**src/rtl/mac_array_pkg.sv**
```systemverilog
package mac_array_pkg;
  localparam int NCELL    = 4;
  localparam int CW       = 8;
  localparam int DW       = 8;
  localparam int ACCW     = 26;
  localparam int MAXDEPTH = 4;
  localparam int MODEW    = $clog2(MAXDEPTH);

  typedef struct packed {
    logic                coefShift;
    logic                dataLoad;
    logic                accLoad;
    logic                coefSigned;
    logic                dataSigned;
    logic [MAXDEPTH-1:0] tapSel;
  } ctrl_t;
endpackage

```
**src/rtl/mac_array_ctrl.sv**
```systemverilog
module mac_array_ctrl
  import mac_array_pkg::*;
(
  input  logic             coefEn,
  input  logic             dataEn,
  input  logic             erase,
  input  logic             coefSigned,
  input  logic             dataSigned,
  input  logic [MODEW-1:0] decMode,
  output ctrl_t            ctrl
);
  always_comb begin
    ctrl.coefShift  = coefEn;
    ctrl.dataLoad   = dataEn;
    ctrl.accLoad    = erase;
    ctrl.coefSigned = coefSigned;
    ctrl.dataSigned = dataSigned;
    ctrl.tapSel     = '0;
    for (int i = 0; i < MAXDEPTH; i++)
      if (decMode == MODEW'(i)) ctrl.tapSel[i] = 1'b1;
  end
endmodule

```
**src/rtl/mac_cell.sv**
```systemverilog
module mac_cell
  import mac_array_pkg::*;
#(
  parameter int CWID  = CW,
  parameter int DWID  = DW,
  parameter int AWID  = ACCW,
  parameter int DEPTH = MAXDEPTH
) (
  input  logic            clk,
  input  logic            rstN,
  input  ctrl_t           ctrl,
  input  logic [CWID-1:0] coefIn,
  input  logic [DWID-1:0] dataQ,
  output logic [CWID-1:0] coefTap,
  output logic [AWID-1:0] acc
);
  localparam int PW = CWID + DWID + 2;

  logic [CWID-1:0] stage [DEPTH];

  // delay line for the coefficient, one register per decimation step
  for (genvar s = 0; s < DEPTH; s++) begin : g_stage
    always_ff @(posedge clk or negedge rstN) begin
      if (!rstN)               stage[s] <= '0;
      else if (ctrl.coefShift) stage[s] <= (s == 0) ? coefIn : stage[(s == 0) ? 0 : s-1];
    end
  end

  always_comb begin
    coefTap = '0;
    for (int s = 0; s < DEPTH; s++)
      if (ctrl.tapSel[s]) coefTap = coefTap | stage[s];
  end

  logic signed [CWID:0]  coefExt;
  logic signed [DWID:0]  dataExt;
  logic signed [PW-1:0]  product;
  logic        [AWID-1:0] productWide;

  assign coefExt     = {ctrl.coefSigned & coefTap[CWID-1], coefTap};
  assign dataExt     = {ctrl.dataSigned & dataQ[DWID-1], dataQ};
  assign product     = PW'(coefExt) * PW'(dataExt);
  assign productWide = {{(AWID-PW){product[PW-1]}}, product};

  always_ff @(posedge clk or negedge rstN) begin
    if (!rstN)             acc <= '0;
    else if (ctrl.accLoad) acc <= productWide;
    else                   acc <= acc + productWide;
  end
endmodule

```
**src/rtl/mac_array_datapath.sv**
```systemverilog
module mac_array_datapath
  import mac_array_pkg::*;
#(
  parameter int NC   = NCELL,
  parameter int CWID = CW,
  parameter int DWID = DW,
  parameter int AWID = ACCW
) (
  input  logic             clk,
  input  logic             rstN,
  input  ctrl_t            ctrl,
  input  logic [CWID-1:0]  coefIn,
  input  logic [DWID-1:0]  dataIn,
  output logic [DWID-1:0]  dataQ,
  output logic [CWID-1:0]  coefOut,
  output logic [NC*AWID-1:0] accOut
);
  logic [CWID-1:0] chain [NC+1];

  always_ff @(posedge clk or negedge rstN) begin
    if (!rstN)              dataQ <= '0;
    else if (ctrl.dataLoad) dataQ <= dataIn;
  end

  assign chain[0] = coefIn;

  for (genvar c = 0; c < NC; c++) begin : g_cell
    logic [AWID-1:0] cellAcc;
    mac_cell #(.CWID(CWID), .DWID(DWID), .AWID(AWID), .DEPTH(MAXDEPTH)) u_cell (
      .clk     (clk),
      .rstN    (rstN),
      .ctrl    (ctrl),
      .coefIn  (chain[c]),
      .dataQ   (dataQ),
      .coefTap (chain[c+1]),
      .acc     (cellAcc)
    );
    assign accOut[c*AWID +: AWID] = cellAcc;
  end

  assign coefOut = chain[NC];
endmodule

```
**src/rtl/mac_cell_array.sv**
```systemverilog
module mac_cell_array
  import mac_array_pkg::*;
(
  input  logic                  clk,
  input  logic                  rstN,
  input  logic [CW-1:0]         coefIn,
  input  logic                  coefEn,
  input  logic [DW-1:0]         dataIn,
  input  logic                  dataEn,
  input  logic                  coefSigned,
  input  logic                  dataSigned,
  input  logic [MODEW-1:0]      decMode,
  input  logic                  erase,
  output logic [CW-1:0]         coefOut,
  output logic [NCELL*ACCW-1:0] accOut
);
  ctrl_t         ctrl;
  logic [DW-1:0] dataQ;

  mac_array_ctrl u_ctrl (
    .coefEn     (coefEn),
    .dataEn     (dataEn),
    .erase      (erase),
    .coefSigned (coefSigned),
    .dataSigned (dataSigned),
    .decMode    (decMode),
    .ctrl       (ctrl)
  );

  mac_array_datapath #(.NC(NCELL), .CWID(CW), .DWID(DW), .AWID(ACCW)) u_dp (
    .clk     (clk),
    .rstN    (rstN),
    .ctrl    (ctrl),
    .coefIn  (coefIn),
    .dataIn  (dataIn),
    .dataQ   (dataQ),
    .coefOut (coefOut),
    .accOut  (accOut)
  );
endmodule

```
**config.mk**
```make
export PLATFORM = sky130hd
export DESIGN_NAME = mac_cell_array
export DESIGN_NICKNAME = d
export VERILOG_FILES = /design/src/rtl/mac_array_pkg.sv /design/src/rtl/mac_array_ctrl.sv /design/src/rtl/mac_cell.sv /design/src/rtl/mac_array_datapath.sv /design/src/rtl/mac_cell_array.sv
export SDC_FILE = /design/constraint.sdc
export NUM_CORES = 1
export LEC_CHECK = 0
export BUFFER_PORTS_ARGS = -buffer_cell sky130_fd_sc_hd__clkbuf_2
export CAP_MARGIN = 25
export CORE_MARGIN = 10
export CORE_UTILIZATION = 40
export CTS_CLUSTER_DIAMETER = 150
export CTS_CLUSTER_SIZE = 8
export DETAILED_ROUTE_END_ITERATION = 7
export PLACE_DENSITY = 0.66
export REMOVE_ABC_BUFFERS = 1
export SLEW_MARGIN = 25
export SYNTH_ARGS = -nofsm -noshare
export SYNTH_HDL_FRONTEND = slang
export SYNTH_HIERARCHICAL = 1
export SYNTH_SLANG_ARGS = --single-unit
```
**constraint.sdc**
```tcl
create_clock -name clk -period 17.5 [get_ports clk]
set_clock_uncertainty 0.05 [all_clocks]
set_input_delay 1.75 -clock clk [delete_from_list [all_inputs] [get_ports clk]]
set_output_delay 1.75 -clock clk [all_outputs]
set_load 0.1 [all_outputs]
```
==> Implementation_results.wiki, run 1 <==
{| class="wikitable"
! Metric !! Value
|-
| Run status || completed
|-
| Most common library cell in the layout ignoring fill and taps || sky130_fd_sc_hd__inv_1
|-
| Drt wl/cell || 16.5 µm
|-
| Vias in the first global route || 20138
|-
| Count of cells resized by post-cts repair || 0
|-
| Later-pin clock latency in the skew report || 0.56 ns
|-
| Area enclosed by the die boundary || 77700 µm²
|-
| Standard cell core area || 66100 µm²
|-
| Total clock sinks || 240
|-
| Initial cell density of the core || 40.5%
|-
| Post-DRT Antenna Nets || 0
|-
| Register clock-pin slew on the reported worst setup and hold paths || 0.05 ns
|-
| Overall routed net length || 61500 µm
|-
| Worst setup path class || in2reg
|-
| Summed instance area of the synthesized netlist || 26800 µm²
|-
| Clock tree buffer depth || 3
|-
| Startpoint type of the worst setup path || input pin
|-
| Required @ worst endpoint || 17.92 ns
|-
| Wire length of the first global-routing pass || 103000 µm
|-
| Slew margin rel. || 39.2%
|-
| Fraction of final layout cells with drive strength greater than 1 || 13.5%
|-
| Avg Synthesized Cell Area || 9.65 µm²
|-
| GRT overflow || 0
|-
| Depth of the worst register-to-register path || 25
|-
| Register cell area after layout || 6010 µm²
|-
| Top library cells by usage in the layout, fill and taps aside || sky130_fd_sc_hd__inv_1 (326), sky130_fd_sc_hd__nand2_1 (315), sky130_fd_sc_hd__fa_1 (284), sky130_fd_sc_hd__ha_1 (264), sky130_fd_sc_hd__dfrtp_1 (240)
|-
| Max-cap violation count || 0
|-
| Crit path DAT || 10.02 ns
|-
| Clock root buffer || sky130_fd_sc_hd__clkbuf_16
|-
| Library cells used by synthesis || 99
|-
| Number of warnings printed during yosys synthesis || 6
|-
| Multi-input combinational cell area || 19200 µm²
|-
| Maximum achievable frequency || 104 MHz
|-
| Worst Tran Pin Value || 0.912 ns
|-
| Post CTS Setup Buffer Count || 0
|-
| Worst Hold Class || reg2reg
|-
| Post-synthesis instance total || 2775
|-
| Std cell rows || 94
|-
| Flip-flop and latch count after synthesis || 240
|-
| Number of placed I/O pins || 137
|-
| Initial antenna violation count || 0
|-
| Post-layout min period || 9.60 ns
|-
| Worst-path maximum fanout || 32
|-
| Die boundary height || 279 µm
|-
| Most used flip-flop cell after synthesis || sky130_fd_sc_hd__dfrtp_1
|-
| Count of cells along the worst hold path || 1
|-
| Per-cell via count in the routed design || 5.26
|-
| Max-slew violation total from the final report || 0
|-
| Kind of end point of the critical path || flip-flop
|-
| Area Growth Syn to Fin || 9.14%
|-
| Number of hold-repair buffers added at the cts stage || 0
|-
| Final total negative setup slack || 0 ns
|-
| RSZ-0062 raised after global routing || no
|-
| Number of H-tree levels || 2
|-
| Initial DRC Count || 1282
|-
| Clock tree from TritonCTS || done
|-
| Routability congestion estimate from global placement || 0.845
|-
| DIE WIDTH || 279 µm
|-
| Sequential element share of the synthesized area || 22.4%
|-
| Final worst-path cycle share || 54.9%
|-
| Count of input and output buffers || 136
|-
| Filler cells || 6390
|-
| Async SR Flop Fraction || 100%
|-
| Count of flip-flops with a built-in enable after synthesis || 0
|-
| Number of vias after detailed routing || 19662
|-
| Final Hold Vio Count || 0
|-
| Num CTS Buffers || 35
|-
| Number of iterations in the first detailed-routing pass || 5
|-
| HPWL after detailed placement || 45800 µm
|-
| DRC violations left || 0
|-
| Fin nets || 3443
|-
| Total routing usage reported by global routing || 15.8%
|-
| Maximum number of pins on one net before global-route repair || 141
|-
| Setup-violating endpoint count in the final report || 0
|}
## path summary, 6_finish.rpt
path                                                                   from                                           to  slack, ns
worst max-delay path                                             decMode[1]      u_dp/g_cell[3].u_cell/acc[25]$_DFF_PN0_       7.90
worst min-delay path             u_dp/g_cell[0].u_cell/stage[5]$_DFFE_PN0P_   u_dp/g_cell[0].u_cell/stage[5]$_DFFE_PN0P_       0.45
worst max register to register  u_dp/g_cell[3].u_cell/stage[31]$_DFFE_PN0P_      u_dp/g_cell[3].u_cell/acc[25]$_DFF_PN0_       9.66
worst min register to register   u_dp/g_cell[0].u_cell/stage[5]$_DFFE_PN0P_   u_dp/g_cell[0].u_cell/stage[5]$_DFFE_PN0P_       0.45
max in group asynchronous                                              rstN  u_dp/g_cell[2].u_cell/stage[17]$_DFFE_PN0P_      14.88
min in group asynchronous                                              rstN       u_dp/g_cell[2].u_cell/acc[0]$_DFF_PN0_       1.24
## flip-flops by register name, summed over array words and instances (netlist names)
signal                    count
u_dp/g_cell.u_cell/stage    128
u_dp/dataQ                    8
u_dp/g_cell.u_cell/acc      104
## worst max-delay path, stage by stage
cell and delay [ns]:
sky130_fd_sc_hd__clkbuf_2 0.12, sky130_fd_sc_hd__and2_2 0.66, sky130_fd_sc_hd__a22oi_1 0.19, sky130_fd_sc_hd__nand2_1 0.44, sky130_fd_sc_hd__and2_1 0.32, sky130_fd_sc_hd__nand2_1 0.17, sky130_fd_sc_hd__fa_1 0.65, sky130_fd_sc_hd__fa_1 0.54
sky130_fd_sc_hd__inv_1 0.06, sky130_fd_sc_hd__fa_1 0.55, sky130_fd_sc_hd__fa_1 0.41, sky130_fd_sc_hd__ha_1 0.28, sky130_fd_sc_hd__ha_1 0.33, sky130_fd_sc_hd__a21o_1 0.20, sky130_fd_sc_hd__or3_1 0.36, sky130_fd_sc_hd__o211ai_2 0.21
sky130_fd_sc_hd__a21oi_2 0.08, sky130_fd_sc_hd__o21ai_0 0.36, sky130_fd_sc_hd__and2_4 0.33, sky130_fd_sc_hd__ha_1 0.33, sky130_fd_sc_hd__a21oi_1 0.34, sky130_fd_sc_hd__nor2_1 0.10, sky130_fd_sc_hd__a211oi_1 0.33, sky130_fd_sc_hd__a211oi_1 0.16
sky130_fd_sc_hd__a22o_1 0.25, sky130_fd_sc_hd__a2111oi_4 0.33, sky130_fd_sc_hd__xnor2_1 0.15
## per-stage QoR
step | cell area [µm²] | setup slack (ns) | hold WS (ns) | instances | util, %
after floorplan | 26400 | 7.15 | 0.431 | 2682 | -
after global placement | 28300 | 7.26 | 0.440 | 3697 | 42.8
after detailed placement | 28300 | 7.40 | 0.447 | 3697 | 42.8
after CTS | 29200 | 7.96 | 0.458 | 3735 | 44.2
after global routing | 29200 | 7.45 | 0.466 | 3735 | 44.2
final | 29200 | 7.90 | 0.454 | 3737 | 44.2
## cells in the mapped netlist (47+ instances only)
cell | count | area [µm²]
sky130_fd_sc_hd__a21oi_1 | 128 | 641
sky130_fd_sc_hd__a22oi_1 | 64 | 480
sky130_fd_sc_hd__and2_1 | 135 | 845
sky130_fd_sc_hd__clkbuf_1 | 53 | 199
sky130_fd_sc_hd__dfrtp_1 | 240 | 6010
sky130_fd_sc_hd__fa_1 | 284 | 5690
sky130_fd_sc_hd__ha_1 | 264 | 3300
sky130_fd_sc_hd__inv_1 | 326 | 1220
sky130_fd_sc_hd__mux2_2 | 143 | 1610
sky130_fd_sc_hd__nand2_1 | 315 | 1180
sky130_fd_sc_hd__nor2_1 | 124 | 465
sky130_fd_sc_hd__o21ai_0 | 107 | 536
sky130_fd_sc_hd__xnor2_1 | 95 | 832
sky130_fd_sc_hd__xor2_1 | 47 | 412
## area by class of cell
type	count	area share, %
inverters	327	4.20
clock inverters	2	0.0856
flip-flops and latches	240	20.5
diodes	2	0.0171
repair buffers	151	2.82
clock buffers	36	3.08
multi-input cells	2115	65.6
well taps	864	3.70
## cells by family after synthesis
logic type / after synthesis / share of synthesized area, %
and+or+nand+nor: 737 / 13.2
adders and majority gates: 548 / 33.6
AOI/OAI and AO/OA: 524 / 13.1
buffers and inverters: 420 / 6.08
DFF: 240 / 22.4
muxes: 163 / 6.93
xor gates and xnor gates: 143 / 4.75
## per-layer routing
layer  share of wire [%]  GRT usage (%)  wire (µm)  up-vias
met5                   0              0          0        -
met4                 1.8           3.51       1100        0
met3                 4.9           2.73       2990       62
met2                  48           26.9      29500      334
met1                  45           20.8      27900     9727
li1                    -              -          -     9539
Power of run 1 is not shown: default switching activity piles up to over one toggle a cycle in this logic, so the estimate is an artifact.
==> run 2, diff against run 1 <==
--- a/config.mk
+++ b/config.mk
@@ -5,6 +5,7 @@
 export SDC_FILE = /design/constraint.sdc
 export NUM_CORES = 1
 export LEC_CHECK = 0
+export ABC_AREA = 1
 export BUFFER_PORTS_ARGS = -buffer_cell sky130_fd_sc_hd__clkbuf_2
 export CAP_MARGIN = 25
 export CORE_MARGIN = 10
==> constraint.sdc (replaced) <==
create_clock -name clk -period 9.6 [get_ports clk]
set_clock_uncertainty 0.05 [all_clocks]
set_input_delay 0.96 -clock clk [delete_from_list [all_inputs] [get_ports clk]]
set_output_delay 0.96 -clock clk [all_outputs]
set_load 0.1 [all_outputs]
==> Implementation_results.wiki, run 2 <==
{| class="wikitable"
! Metric !! Value
|-
| Std cell rows || 98 (+4.3%)
|-
| Post-DRT Antenna Nets || 0 (unchanged)
|-
| Sequential element share of the synthesized area || 20.8% (-1.6 points)
|-
| Total clock sinks || 240 (unchanged)
|-
| Top reg by flops || u_dp/g_cell.u_cell/stage
|-
| Number of standard cells in the layout, taps in and fillers out || 4983 (+33%)
|-
| Number of iterations in the first detailed-routing pass || 5 (unchanged)
|-
| Setup-violating endpoint count in the final report || 0 (unchanged)
|-
| Most common cell in the synthesized netlist || sky130_fd_sc_hd__nand2_1
|-
| Slew margin rel. || 32.8% (-6.4 points)
|-
| Maximum achievable frequency || 126 MHz
|-
| Async SR Flop Fraction || 100% (unchanged)
|-
| Number of hold-repair buffers added at the cts stage || 0 (unchanged)
|-
| Proportion of netlist area held by the largest area contributor || 20.8% (-1.6 points)
|-
| Largest register FFs || 128 (unchanged)
|-
| Most common library cell in the layout ignoring fill and taps || sky130_fd_sc_hd__nand2_1
|-
| Overall routed net length || 77600 µm (+26%)
|-
| Initial DRC Count || 1897 (+48%)
|-
| Largest regs || u_dp/g_cell.u_cell/stage x128, u_dp/g_cell.u_cell/acc x104, u_dp/dataQ x8
|-
| Post-synth top area cell || sky130_fd_sc_hd__dfrtp_1
|-
| Initial cell density of the core || 40.3% (-0.22 points)
|-
| Summed instance area of the synthesized netlist || 28800 µm² (+7.6%)
|-
| Die boundary height || 288 µm (+3.4%)
|-
| Max-cap violation count || 0 (unchanged)
|-
| Number of placed I/O pins || 137 (unchanged)
|-
| Crit path DAT || 8.30 ns (-1.72 ns)
|-
| Count of cells resized by post-cts repair || 0 (unchanged)
|-
| Library cells used by synthesis || 53 (-46%)
|-
| Fraction of final layout cells with drive strength greater than 1 || 8.80% (-4.7 points)
|-
| Post-layout min period || 7.92 ns
|-
| Cell family with the largest share of critical-path delay || adder cells
|-
| Required @ worst endpoint || 9.98 ns (-7.94 ns)
|-
| Kind of end point of the critical path || flip-flop
|-
| Maximum single-stage delay on the critical path || 0.71 ns (+0.05 ns)
|-
| Number of H-tree levels || 2 (unchanged)
|-
| Routability congestion estimate from global placement || 0.937 (+11%)
|-
| DIE WIDTH || 288 µm (+3.4%)
|-
| Top library cells by usage in the layout, fill and taps aside || sky130_fd_sc_hd__nand2_1 (950), sky130_fd_sc_hd__inv_1 (735), sky130_fd_sc_hd__nor2_1 (391), sky130_fd_sc_hd__fa_1 (284), sky130_fd_sc_hd__ha_1 (264)
|-
| Drt wl/cell || 15.6 µm (-5.4%)
|-
| RSZ-0062 raised after global routing || no
|-
| HPWL after detailed placement || 61300 µm (+34%)
|-
| Final total negative setup slack || 0 ns (unchanged)
|-
| Run status || completed
|-
| Flip-flop and latch count after synthesis || 240 (unchanged)
|-
| Count of input and output buffers || 136 (unchanged)
|-
| Count of flip-flops with a built-in enable after synthesis || 0 (unchanged)
|-
| Maximum number of pins on one net before global-route repair || 138 (-2.1%)
|-
| Number of warnings printed during yosys synthesis || 6 (unchanged)
|-
| Initial antenna violation count || 1 (+1)
|-
| Cell types with the largest area share after synthesis || sky130_fd_sc_hd__dfrtp_1 (21%), sky130_fd_sc_hd__fa_1 (20%), sky130_fd_sc_hd__nand2_1 (12%)
|-
| Worst path buffer plus inverter count || 9 (+7)
|-
| Top cells by count, synth || sky130_fd_sc_hd__nand2_1 (950), sky130_fd_sc_hd__inv_1 (735), sky130_fd_sc_hd__nor2_1 (391)
|-
| Later-pin clock latency in the skew report || 0.56 ns (about the same)
|-
| Post-synthesis instance total || 3898 (+40%)
|-
| Clock root buffer || sky130_fd_sc_hd__clkbuf_16
|-
| Number of vias after detailed routing || 25016 (+27%)
|-
| Worst setup path class || in2reg
|-
| Avg Synthesized Cell Area || 7.39 µm² (-23%)
|-
| GRT overflow || 0 (unchanged)
|-
| Area enclosed by the die boundary || 83200 µm² (+7.0%)
|-
| Worst Hold Class || in2async
|-
| Most used flip-flop cell after synthesis || sky130_fd_sc_hd__dfrtp_1
|-
| Standard cell core area || 71500 µm² (+8.2%)
|-
| Fin nets || 4601 (+34%)
|-
| Final Hold Vio Count || 0 (unchanged)
|-
| Clock tree buffer depth || 3 (unchanged)
|-
| Vias in the first global route || 24826 (+23%)
|-
| Total routing usage reported by global routing || 19.0% (+3.1 points)
|-
| Register clock-pin slew on the reported worst setup and hold paths || 0.06 ns (about the same)
|-
| Final worst-path cycle share || 82.5%
|-
| Startpoint type of the worst setup path || input pin
|-
| Slowest cell on the critical path || sky130_fd_sc_hd__fa_1
|-
| Num CTS Buffers || 36 (+2.9%)
|-
| Inst Count DP || 4940 (+34%)
|-
| Max-slew violation total from the final report || 0 (unchanged)
|-
| Wire length of the first global-routing pass || 130000 µm (+26%)
|-
| Per-cell via count in the routed design || 5.02 (-4.6%)
|-
| Post CTS Setup Buffer Count || 0 (unchanged)
|-
| Worst-path maximum fanout || 12 (-63%)
|-
| Clock tree from TritonCTS || done
|-
| Area Growth Syn to Fin || 9.43%
|-
| Worst Tran Pin Value || 1.01 ns (+0.0964 ns)
|-
| DRC violations left || 0 (unchanged)
|}
## run 2: cell families (layout without fill, tap and decap cells)
group / count (synthesis) / after routing / share of synthesized area [%]
xor+xnor: 58 / 58 / 1.79
simple gates: 1675 / 1675 / 24.5
fa+ha+maj: 548 / 548 / 31.2
buf+inv: 832 / 966 / 11.0
flops: 240 / 240 / 20.8
other cells: 0 / 1 / 0
compound gates: 545 / 545 / 10.6
## run 2: layer usage
metal | part of all wire (%) | up-vias | global-route usage [%] | wire [µm]
met5 | 0 | - | 0 | 0
met1 | 47 | 11817 | 26.7 | 36300
met2 | 45 | 700 | 30.0 | 34800
met3 | 6.3 | 89 | 2.96 | 4910
met4 | 2.0 | 0 | 4.82 | 1550
li1 | - | 12410 | - | -
## run 2: final cells by class
class / count / area [µm²]
fillers: 7296 / 40000
multi-input cells: 2826 / 19600
flip-flops and latches: 240 / 6010
inverters: 773 / 2900
well taps: 950 / 1190
clock buffers: 37 / 905
repair buffers: 151 / 812
clock inverters: 5 / 82.6
diodes: 1 / 2.50
## run 2: through the flow
stage                     cell area (µm²)  util (%)  hold slack (ns)  setup WS [ns]
final                               31500      44.1            0.263           1.68
after global routing                31500      44.1            0.269           1.11
after CTS                           31500      44.1            0.245           1.82
after detailed placement            30500      42.7            0.411           1.23
after global placement              30500      42.7            0.404           1.24
after floorplan                     28500         -            0.397          0.763
## run 2: final timing paths
check | start | to | slack [ns] | depth (start not counted)
max in group asynchronous | rstN | u_dp/dataQ[2]$_DFFE_PN0P_ | 7.11 | 3
min in group clk | u_dp/g_cell[3].u_cell/stage[31]$_DFFE_PN0P_ | u_dp/g_cell[3].u_cell/stage[23]$_DFFE_PN0P_ | 0.42 | 2
worst min register to register | u_dp/g_cell[3].u_cell/stage[31]$_DFFE_PN0P_ | u_dp/g_cell[3].u_cell/stage[23]$_DFFE_PN0P_ | 0.42 | 2
worst min-delay path | rstN | u_dp/g_cell[0].u_cell/acc[23]$_DFF_PN0_ | 0.26 | 1
worst max-delay path | decMode[0] | u_dp/g_cell[2].u_cell/acc[21]$_DFF_PN0_ | 1.68 | 36
worst max register to register | u_dp/dataQ[0]$_DFFE_PN0P_ | u_dp/g_cell[2].u_cell/acc[21]$_DFF_PN0_ | 2.40 | 30
Power of run 2 is left out for the same reason.
==> run 3, diff against run 2 <==
--- a/config.mk
+++ b/config.mk
@@ -5,7 +5,7 @@
 export SDC_FILE = /design/constraint.sdc
 export NUM_CORES = 1
 export LEC_CHECK = 0
-export ABC_AREA = 1
+export ABC_AREA = 0
 export BUFFER_PORTS_ARGS = -buffer_cell sky130_fd_sc_hd__clkbuf_2
 export CAP_MARGIN = 25
 export CORE_MARGIN = 10
@@ -13,7 +13,7 @@
 export CTS_CLUSTER_DIAMETER = 150
 export CTS_CLUSTER_SIZE = 8
 export DETAILED_ROUTE_END_ITERATION = 7
-export PLACE_DENSITY = 0.66
+export PLACE_DENSITY = 0.68
 export REMOVE_ABC_BUFFERS = 1
 export SLEW_MARGIN = 25
 export SYNTH_ARGS = -nofsm -noshare
==> constraint.sdc (replaced) <==
create_clock -name clk -period 7.2 [get_ports clk]
set_clock_uncertainty 0.05 [all_clocks]
set_input_delay 0.72 -clock clk [delete_from_list [all_inputs] [get_ports clk]]
set_output_delay 0.72 -clock clk [all_outputs]
set_load 0.1 [all_outputs]
==> Implementation_results.wiki, run 3 (synthesis gave the netlist of run 1 again) <==
{| class="wikitable"
! Metric !! Value
|-
| Run status || completed
|-
| Fraction of final layout cells with drive strength greater than 1 || 31.7% (+23 points)
|-
| Final worst-path cycle share || 99.3%
|-
| Multi-input combinational cell area || 20200 µm² (+2.9%)
|-
| Post-layout min period || 7.15 ns
|-
| Slew margin rel. || 31.0% (-1.7 points)
|-
| Count of input and output buffers || 136 (unchanged)
|-
| Most common library cell in the layout ignoring fill and taps || sky130_fd_sc_hd__buf_4
|-
| Fin nets || 3934 (-14%)
|-
| Post-DRT Antenna Nets || 0 (unchanged)
|-
| Slowest cell on the critical path || sky130_fd_sc_hd__fa_1
|-
| Worst Hold Class || in2async
|-
| Die boundary height || 279 µm (-3.3%)
|-
| Maximum achievable frequency || 140 MHz
|-
| Startpoint type of the worst setup path || input pin
|-
| Capturing element of the worst setup path || u_dp/g_cell[3].u_cell/acc[25]$_DFF_PN0_
|-
| Maximum number of pins on one net before global-route repair || 169 (+22%)
|-
| Initial DRC Count || 1081 (-43%)
|-
| Filler cells || 5922 (-19%)
|-
| Total clock sinks || 240 (unchanged)
|-
| Register clock-pin slew on the reported worst setup and hold paths || 0.06 ns (about the same)
|-
| Drt wl/cell || 16.1 µm (+3.1%)
|-
| Number of iterations in the first detailed-routing pass || 5 (unchanged)
|-
| Largest regs || u_dp/g_cell.u_cell/stage x128, u_dp/g_cell.u_cell/acc x104, u_dp/dataQ x8
|-
| Setup-violating endpoint count in the final report || 0 (unchanged)
|-
| Vias in the first global route || 22023 (-11%)
|-
| Number of H-tree levels || 2 (unchanged)
|-
| Worst Tran Pin Value || 1.03 ns (+0.0261 ns)
|-
| HPWL after detailed placement || 51000 µm (-17%)
|-
| Number of placed I/O pins || 137 (unchanged)
|-
| Final Hold Vio Count || 0 (unchanged)
|-
| Reg-to-Reg Start || u_dp/g_cell[0].u_cell/stage[29]$_DFFE_PN0P_
|-
| Initial cell density of the core || 40.5% (+0.22 points)
|-
| Maximum single-stage delay on the critical path || 0.54 ns (-0.17 ns)
|-
| Std cell rows || 94 (-4.1%)
|-
| Overall routed net length || 67900 µm (-13%)
|-
| Area enclosed by the die boundary || 77700 µm² (-6.6%)
|-
| Total routing usage reported by global routing || 16.9% (-2.1 points)
|-
| Wire length of the first global-routing pass || 110000 µm (-15%)
|-
| Num CTS Buffers || 35 (-2.8%)
|-
| Per-cell via count in the routed design || 5.14 (+2.4%)
|-
| Dominant cell type by count on the critical path || sky130_fd_sc_hd__fa_1
|-
| RSZ-0062 raised after global routing || yes
|-
| Standard cell core area || 66100 µm² (-7.5%)
|-
| Final Instance Area || 34200 µm² (+8.4%)
|-
| Final antenna diode count || 0 (-1)
|-
| Depth of the worst register-to-register path || 25 (-17%)
|-
| Max-slew violation total from the final report || 0 (unchanged)
|-
| DIE WIDTH || 279 µm (-3.3%)
|-
| Clock root buffer || sky130_fd_sc_hd__clkbuf_16
|-
| Worst setup path class || in2reg
|-
| Kind of end point of the critical path || flip-flop
|-
| Initial antenna violation count || 0 (-1)
|-
| Max-cap violation count || 0 (unchanged)
|-
| Largest register FFs || 128 (unchanged)
|-
| Flop2flop setup slack || 0.14 ns (-2.26 ns)
|-
| Worst-path maximum fanout || 7 (-5)
|-
| GRT overflow || 0 (unchanged)
|-
| Reg2reg end || u_dp/g_cell[0].u_cell/acc[24]$_DFF_PN0_
|-
| Crit path DAT || 7.54 ns (-0.76 ns)
|-
| Number of vias after detailed routing || 21734 (-13%)
|-
| Required @ worst endpoint || 7.59 ns (-2.39 ns)
|-
| Area Growth Syn to Fin || 27.7%
|-
| Top library cells by usage in the layout, fill and taps aside || sky130_fd_sc_hd__buf_4 (479), sky130_fd_sc_hd__inv_1 (320), sky130_fd_sc_hd__nand2_1 (274), sky130_fd_sc_hd__fa_1 (270), sky130_fd_sc_hd__dfrtp_1 (240)
|-
| DRC violations left || 0 (unchanged)
|-
| Clock tree buffer depth || 3 (unchanged)
|-
| Startpoint of the worst setup timing path || decMode[1]
|-
| Cell Area, Placed || 31800 µm² (+4.0%)
|-
| Clock tree from TritonCTS || done
|-
| Top reg by flops || u_dp/g_cell.u_cell/stage
|-
| Register cell area after layout || 6010 µm² (unchanged)
|-
| Routability congestion estimate from global placement || 0.868 (-7.3%)
|-
| Later-pin clock latency in the skew report || 0.57 ns (about the same)
|}
run 3: layer usage:
metal / share of wire (%) / global-route usage, % / up-vias
li1: - / - / 10499
met4: 2.1 / 4.64 / 0
met5: 0 / 0 / -
met1: 44 / 21.9 / 10765
met3: 3.9 / 2.29 / 76
met2: 50 / 29.0 / 394
run 3: worst min-delay path by stage:
stage	slack (ns)	end
finish	0.10	u_dp/g_cell[1].u_cell/acc[12]$_DFF_PN0_
global route	0.14	u_dp/g_cell[1].u_cell/acc[24]$_DFF_PN0_
CTS	0.11	u_dp/g_cell[1].u_cell/acc[24]$_DFF_PN0_
detailed placement	0.45	u_dp/g_cell[3].u_cell/stage[6]$_DFFE_PN0P_
global placement	0.44	u_dp/g_cell[1].u_cell/stage[7]$_DFFE_PN0P_
floorplan	0.37	u_dp/dataQ[0]$_DFFE_PN0P_
run 3: what timing repair did:
action / CTS / global route
resized for setup: 37 / 209
pin swaps: 19 / 105
setup endpoints to repair: 12 / 34
buffers inserted: 5 / 34
gates cloned: 1 / 3
hold buffers: 0 / 0
run 3: metrics by stage:
stage          std cells  utilization (%)  setup TNS [ns]  hold slack (ns)  worst slack, ns
4_1_cts             4189             49.8         -0.0258            0.109          -0.0258
5_1_grt             4226             51.7           -1.38            0.138           -0.249
3_3_place_gp        4145             48.1          -13.73            0.439           -0.694
2_1_floorplan       2682                -          -52.90            0.374            -2.12
6_report            4226             51.7               0            0.101           0.0475
3_5_place_dp        4145             48.1          -17.89            0.446           -0.816
run 3: final cells by class:
| type | instances | area share, % |
|---|---|---|
| clock buffer | 35 | 2.56 |
| timing repair buffer | 641 | 13.9 |
| inverter | 327 | 3.60 |
| sequential | 240 | 17.6 |
| tap | 864 | 3.16 |
| clock inverter | 3 | 0.143 |
| multi-input combinational | 2116 | 59.1 |
run 3: worst max-delay path, delay by kind of cell:
| family | cells | cell delay, ns |
|---|---|---|
| adder cells (fa/ha/maj) | 7 | 2.88 |
| AND/OR/NAND/NOR | 10 | 2.04 |
| buffers and inverters | 7 | 0.89 |
| AO/OA/AOI/OAI | 6 | 0.89 |
| XOR/XNOR | 1 | 0.11 |
Power of run 3 is left out for the same reason.
